===== src/rtl/evt_latch_pkg.sv =====
package evt_latch_pkg;
   typedef enum logic {
      SEL_LAT = 1'b0,
      SEL_MSK = 1'b1
   } reg_sel_e;

   localparam int unsigned DEF_NUM_EVT = 16;
   localparam int unsigned DEF_REG_W   = 32;
endpackage


===== src/rtl/evt_lat_cell.sv =====
module evt_lat_cell #(
   parameter logic RST_V = 1'b0
) (
   input  logic clk,
   input  logic rst_n,
   input  logic set_i,
   input  logic clr_i,
   output logic q_o
);
   always_ff @(posedge clk) begin
      if (!rst_n) q_o <= RST_V;
      else        q_o <= set_i | (q_o & ~clr_i);
   end

   // a set wins over a simultaneous clear
   p_set_wins_r10: assert property (@(posedge clk) disable iff (!rst_n)
      set_i |=> q_o);
   // with no set and no clear the bit holds
   p_hold_r2: assert property (@(posedge clk) disable iff (!rst_n)
      (!set_i && !clr_i) |=> (q_o == $past(q_o)));
endmodule


===== src/rtl/evt_prio_pick.sv =====
module evt_prio_pick #(
   parameter int unsigned N     = 16,
   parameter int unsigned STYLE = 0,
   localparam int unsigned IW   = (N > 1) ? $clog2(N) : 1
) (
   input  logic [N-1:0]  req_i,
   output logic          vld_o,
   output logic [IW-1:0] idx_o
);
   assign vld_o = |req_i;

   if (STYLE == 0) begin : g_scan
      always_comb begin
         idx_o = '0;
         for (int i = N - 1; i >= 0; i--)
            if (req_i[i]) idx_o = IW'(i);
      end
   end else begin : g_isolate
      logic [N-1:0] one_hot;
      assign one_hot = req_i & (~req_i + N'(1));
      always_comb begin
         idx_o = '0;
         for (int i = 0; i < N; i++)
            if (one_hot[i]) idx_o = idx_o | IW'(i);
      end
   end
endmodule


===== src/rtl/evt_latch_ctrl.sv =====
module evt_latch_ctrl
   import evt_latch_pkg::*;
#(
   parameter int unsigned NUM_EVT    = DEF_NUM_EVT,
   parameter int unsigned REG_W      = DEF_REG_W,
   parameter logic [NUM_EVT-1:0] RST_LAT  = NUM_EVT'('h1F),
   parameter logic [NUM_EVT-1:0] RAISE_OK = NUM_EVT'('hFFE6),
   parameter int unsigned PICK_STYLE = 0,
   localparam int unsigned IW = (NUM_EVT > 1) ? $clog2(NUM_EVT) : 1
) (
   input  logic               clk,
   input  logic               rst_n,
   input  logic               tst_clr,
   input  logic [NUM_EVT-1:0] evt_req,
   input  logic               raise_vld,
   input  logic [IW-1:0]      raise_num,
   input  logic               reg_wr,
   input  logic               reg_sel,
   input  logic               reg_super,
   input  logic [REG_W-1:0]   reg_wdata,
   output logic [REG_W-1:0]   reg_rdata,
   output logic               acc_vld,
   output logic [IW-1:0]      acc_num,
   input  logic               acc_ack,
   input  logic [NUM_EVT-1:0] pend_clr,
   output logic [NUM_EVT-1:0] pend
);
   initial begin : elab_chk
      if (NUM_EVT < 2 || NUM_EVT > REG_W)
         $fatal(1, "evt_latch_ctrl: NUM_EVT must lie in 2..REG_W");
      if (PICK_STYLE > 1)
         $fatal(1, "evt_latch_ctrl: PICK_STYLE must be 0 or 1");
   end

   logic [NUM_EVT-1:0] lat, msk, set_v, clr_v, ack_v, pre_p, elig;
   logic lat_wr, msk_wr;

   assign lat_wr = reg_wr && reg_super && (reg_sel_e'(reg_sel) == SEL_LAT);
   assign msk_wr = reg_wr && reg_super && (reg_sel_e'(reg_sel) == SEL_MSK);

   if (REG_W > NUM_EVT) begin : g_hi
      logic unused_hi;
      assign unused_hi = ^reg_wdata[REG_W-1:NUM_EVT];
   end

   for (genvar gi = 0; gi < NUM_EVT; gi++) begin : g_bit
      logic rs_hit, ack_hit, sw_hit;
      assign rs_hit  = raise_vld && (raise_num == IW'(gi)) && RAISE_OK[gi];
      assign ack_hit = acc_vld && acc_ack && (acc_num == IW'(gi));
      assign sw_hit  = lat_wr && reg_wdata[gi] && !msk[gi];
      assign set_v[gi] = evt_req[gi] | rs_hit;
      assign ack_v[gi] = ack_hit;
      if (gi == 0) begin : g_sticky
         assign clr_v[gi] = tst_clr;
      end else begin : g_norm
         assign clr_v[gi] = ack_hit | sw_hit;
      end
      evt_lat_cell #(.RST_V(RST_LAT[gi])) u_cell (
         .clk(clk), .rst_n(rst_n), .set_i(set_v[gi]),
         .clr_i(clr_v[gi]), .q_o(lat[gi]));
      if (gi == 0) begin : g_p0
         assign pre_p[gi] = pend[gi];
      end else begin : g_pn
         assign pre_p[gi] = pre_p[gi-1] | pend[gi];
      end
   end

   always_ff @(posedge clk) begin
      if (!rst_n) begin
         msk  <= '0;
         pend <= '0;
      end else begin
         if (msk_wr) msk <= reg_wdata[NUM_EVT-1:0];
         pend <= (pend & ~pend_clr) | ack_v;
      end
   end

   assign elig = lat & msk & ~pre_p;

   evt_prio_pick #(.N(NUM_EVT), .STYLE(PICK_STYLE)) u_pick (
      .req_i(elig), .vld_o(acc_vld), .idx_o(acc_num));

   always_comb begin
      reg_rdata = '0;
      reg_rdata[NUM_EVT-1:0] = (reg_sel_e'(reg_sel) == SEL_MSK) ? msk : lat;
   end

   // the offered event is latched, enabled and not yet pending
   p_pick_enabled_r3: assert property (@(posedge clk) disable iff (!rst_n)
      acc_vld |-> (lat[acc_num] && msk[acc_num] && !pend[acc_num]));
   // acknowledge marks the event pending on the next cycle
   p_ack_pend_r4: assert property (@(posedge clk) disable iff (!rst_n)
      (acc_vld && acc_ack) |=> pend[$past(acc_num)]);
   // user-mode writes leave the mask unchanged
   p_mask_user_ro_r6: assert property (@(posedge clk) disable iff (!rst_n)
      (reg_wr && !reg_super) |=> (msk == $past(msk)));
   // bit 0 only falls after tst_clr
   p_bit0_sticky_r9: assert property (@(posedge clk) disable iff (!rst_n)
      (lat[0] && !tst_clr) |=> lat[0]);
endmodule


===== config.mk =====
export PLATFORM = sky130hd
export DESIGN_NAME = evt_latch_ctrl
export DESIGN_NICKNAME = d
export VERILOG_FILES = /design/src/rtl/evt_latch_pkg.sv /design/src/rtl/evt_lat_cell.sv /design/src/rtl/evt_prio_pick.sv /design/src/rtl/evt_latch_ctrl.sv
export SDC_FILE = /design/constraint.sdc
export NUM_CORES = 1
export LEC_CHECK = 0
export BUFFER_PORTS_ARGS = -buffer_cell sky130_fd_sc_hd__buf_2
export CAP_MARGIN = 20
export CELL_PAD_IN_SITES_DETAIL_PLACEMENT = 0
export CELL_PAD_IN_SITES_GLOBAL_PLACEMENT = 1
export CORE_ASPECT_RATIO = 1.75
export CORE_UTILIZATION = 37
export CTS_CLUSTER_DIAMETER = 120
export DETAILED_ROUTE_END_ITERATION = 10
export GPL_TIMING_DRIVEN = 0
export HOLD_SLACK_MARGIN = 0.06
export MAX_ROUTING_LAYER = met4
export PLACE_DENSITY_LB_ADDON = 0.1
export SYNTH_ARGS = -nofsm -noshare
export SYNTH_HDL_FRONTEND = slang
export SYNTH_SLANG_ARGS = --single-unit

===== constraint.sdc =====
create_clock -name clk -period 6.22 [get_ports clk]
set_clock_uncertainty 0.05 [all_clocks]
set_input_delay 0.622 -clock clk [delete_from_list [all_inputs] [get_ports clk]]
set_output_delay 0.622 -clock clk [all_outputs]
set_load 0.02 [all_outputs]

==> reports/results.ini <==
[clocking]
cts-root-buf = clkbuf_16
cts_buffers = 5
number_of_h_tree_levels = 2
path_clk_slew_ns = 0.07
cts_num_sinks = 48
post_cts_hold_buffer_count = 0
post-cts-setup-buffers = 0
tritoncts = yes
cts_buffer_depth = 2
worstSkewPairLatency_ns = 0.30
cts.repair.resized = 0

[worst_setup_path]
critical_path_depth = 5
critical_path.startpoint = reg_sel
critical_path.top_delay_family = buffers and inverters
crit_slowest_cell = buf_1
worst-r2r-cell-count = 6
critical_path.endpoint_type = output port
worst-r2r-setup-slack_ns = 3.68
timing.critical_path.required_ns = 5.55
critical_path.reg2reg.startpoint = pend[3]
path_cells = buf_2, clkbuf_1, buf_1, mux2_2, buf_2
worst_setup_path_start_kind = input port
crit_path_frequent_cell = buf_2
critical_path_arrival_ns = 2.38
worstSetupPathType = in -> out
setup_crit_end = reg_rdata[9]
slowest_delay_ns = 0.60
worst_path_buffer_plus_inverter_count = 4
timing.critical_path.fanout_max = 10
rr_endpoint = g_bit[3].u_cell.q_o

[outcome]
run_status = finished, violations left
failing_checks = design-rule violations

[detailed_routing]
drcViolationCount = 10
route.vias.total = 3089
drt_iter0_drcs = 148
route.detailed.vias_per_inst = 5.429
drtAntennaViolNets = 0
drtPass1Iterations = 7
wire_per_inst_um = 18.53
route.final.wire_length_um = 10540

[power_and_ir_drop]
powerDensity_nw_per_um2 = 238.0
total_power_uw = 933.3
ir_drop_mv = 0.1401
power_leakage_uw = 0.001750

[logic_synthesis]
netlist_instances = 360
synth.avg_cell_area_sq_um = 8.491
yosys.cell_types.count = 74
post_synth_main_area_contributors = dfxtp_1, nand2_1, mux2_2
synth_enable_flop_cells = 0
postSynthRegisterBits = 48
synth.yosys.seq_area_share = 0.3144
synth_top_cell_by_area = dfxtp_1
synth_flop_cell = dfxtp_1
yosys_warnings = 0
synth.cell_area_sq_um = 3057
synth_async_sr_flop_share = 0
synth_top_cell_area_share = 0.3144

[global_routing]
grtUsageTotal = 0.2563
grt_overflow_total = 0
grt_pass1_wl_um = 15900
pin_count_of_the_biggest_net_entering_global_routing = 16
first_global_vias = 2981
antenna_found_initial = 0

[timing]
tightestPinTransition_ns = 0.6860
totalNegativeSetupSlack_ns = 0
grt_setup_unrepaired = false
fin_worst_hold_slack_ns = 0.4301
timing.final.setup_violations = 0
timing.final.max_slew_violations = 0
fmaxAchievable_ghz = 0.3276
final_hold_viol_count = 0
period_minus_slack_ns = 3.052
timing.final.crit_share = 0.4907
slew_headroom = 0.5427

[layout]
area_delta_synth_final_pct = 28.28
final_core_util = 0.4925
nets = 554
antenna_cells = 0
share_of_layout_cells_above_drive_strength_1 = 0.3549

[die]
floorplan_row_count = 43
die-area_sq_um = 8643
chipWidth_um = 70.71
ios = 129
coreArea_sq_um = 7963
die_y_um = 122.2
starting_utilization_of_the_core_area = 0.3839

[place]
gpl.final_weighted_congestion = 0.9285
detailed_place_hpwl_um = 8208
io_buffer_count = 96

[run]
max_cap_violations = 0

[worst_hold_path]
hold_wc_startpoint = msk[2]
min_path_type = reg -> reg
worstHoldPathCells = 2

logic make-up (layout without fill, tap and decap cells):
logic type	count (synthesis)	after routing	synth area share
flops	48	48	0.3144
other cells	1	16	0.001227
simple gates	145	145	0.2910
buf+inv	42	146	0.08718
compound gates	108	108	0.2472
mux	16	16	0.05894
worst min-delay path, cell delays in order, from the launching register on:
cell and delay (ns):
dfxtp_1 0.32, nand2_1 0.06, a21oi_1 0.06
power breakdown:
part           switching [uW]  internal, uW
Clock                     128           271
Combinational             122          79.8
Sequential               12.8           319
Total                     263           671
cells in the mapped netlist (5+ instances only):
cell,count
and3_1,6
o311ai_0,5
inv_1,9
clkbuf_1,9
o21ai_1,7
nor2b_1,5
a211o_1,5
buf_4,16
nor2_1,10
dfxtp_1,48
nand2b_1,6
nand3_1,7
o22ai_1,5
mux2_2,16
o21ai_0,11
nand2_1,54
nand3b_1,20
a21oi_1,35
through the flow:
step           instance area, sq um  setup slack (ns)  std cells
6_report                       3921             3.168        569
2_1_floorplan                  3113             3.608        375
5_1_grt                        3921             3.076        569
4_1_cts                        3921             3.135        569
3_5_place_dp                   3706             3.150        561
3_3_place_gp                   3706             3.135        561
metal layers:
metal / global-route usage / part of all wire / vias to the layer above
met4: 0.1450 / 0.049 / 0
met3: 0.03777 / 0.039 / 28
li1: - / - / 1530
met5: - / 0 / -
met2: 0.4615 / 0.53 / 105
met1: 0.2635 / 0.38 / 1426
registers in the layout (all words and copies together), names as in the netlist:
name and count:
g_bit.u_cell.q_o 16, msk 16, pend 16
layout by cell type (no fill, tap or decap), types with 5 or more instances in the layout:
cell type  instances
buf_2             96
nand2_1           54
dfxtp_1           48
a21oi_1           35
nand3b_1          20
mux2_2            16
buf_4             16
conb_1            16
o21ai_0           11
nor2_1            10
clkbuf_1           9
inv_1              9
nand3_1            7
o21ai_1            7
and3_1             6
nand2b_1           6
a211o_1            5
nor2b_1            5
o311ai_0           5
o22ai_1            5
clkbuf_16          5
how the worst min path moves through the flow:
| stage | end |
|---|---|
| final | msk[2] |
| after global routing | msk[0] |
| after CTS | msk[0] |
| after detailed placement | msk[0] |
| after global placement | msk[7] |
| after floorplan | msk[0] |
cell type report:
| type | count | area [sq um] |
|---|---|---|
| Buffer | 31 | 224.0 |
| Clock buffer | 5 | 125.1 |
| Clock inverter | 3 | 90.09 |
| Fill cell | 828 | 4041 |
| Inverter | 11 | 42.54 |
| Multi-Input combinational cell | 285 | 1886 |
| Sequential cell | 48 | 960.9 |
| Tap cell | 90 | 112.6 |
| Timing Repair Buffer | 96 | 480.5 |
Note: power is estimated with default switching activity, not from simulation.
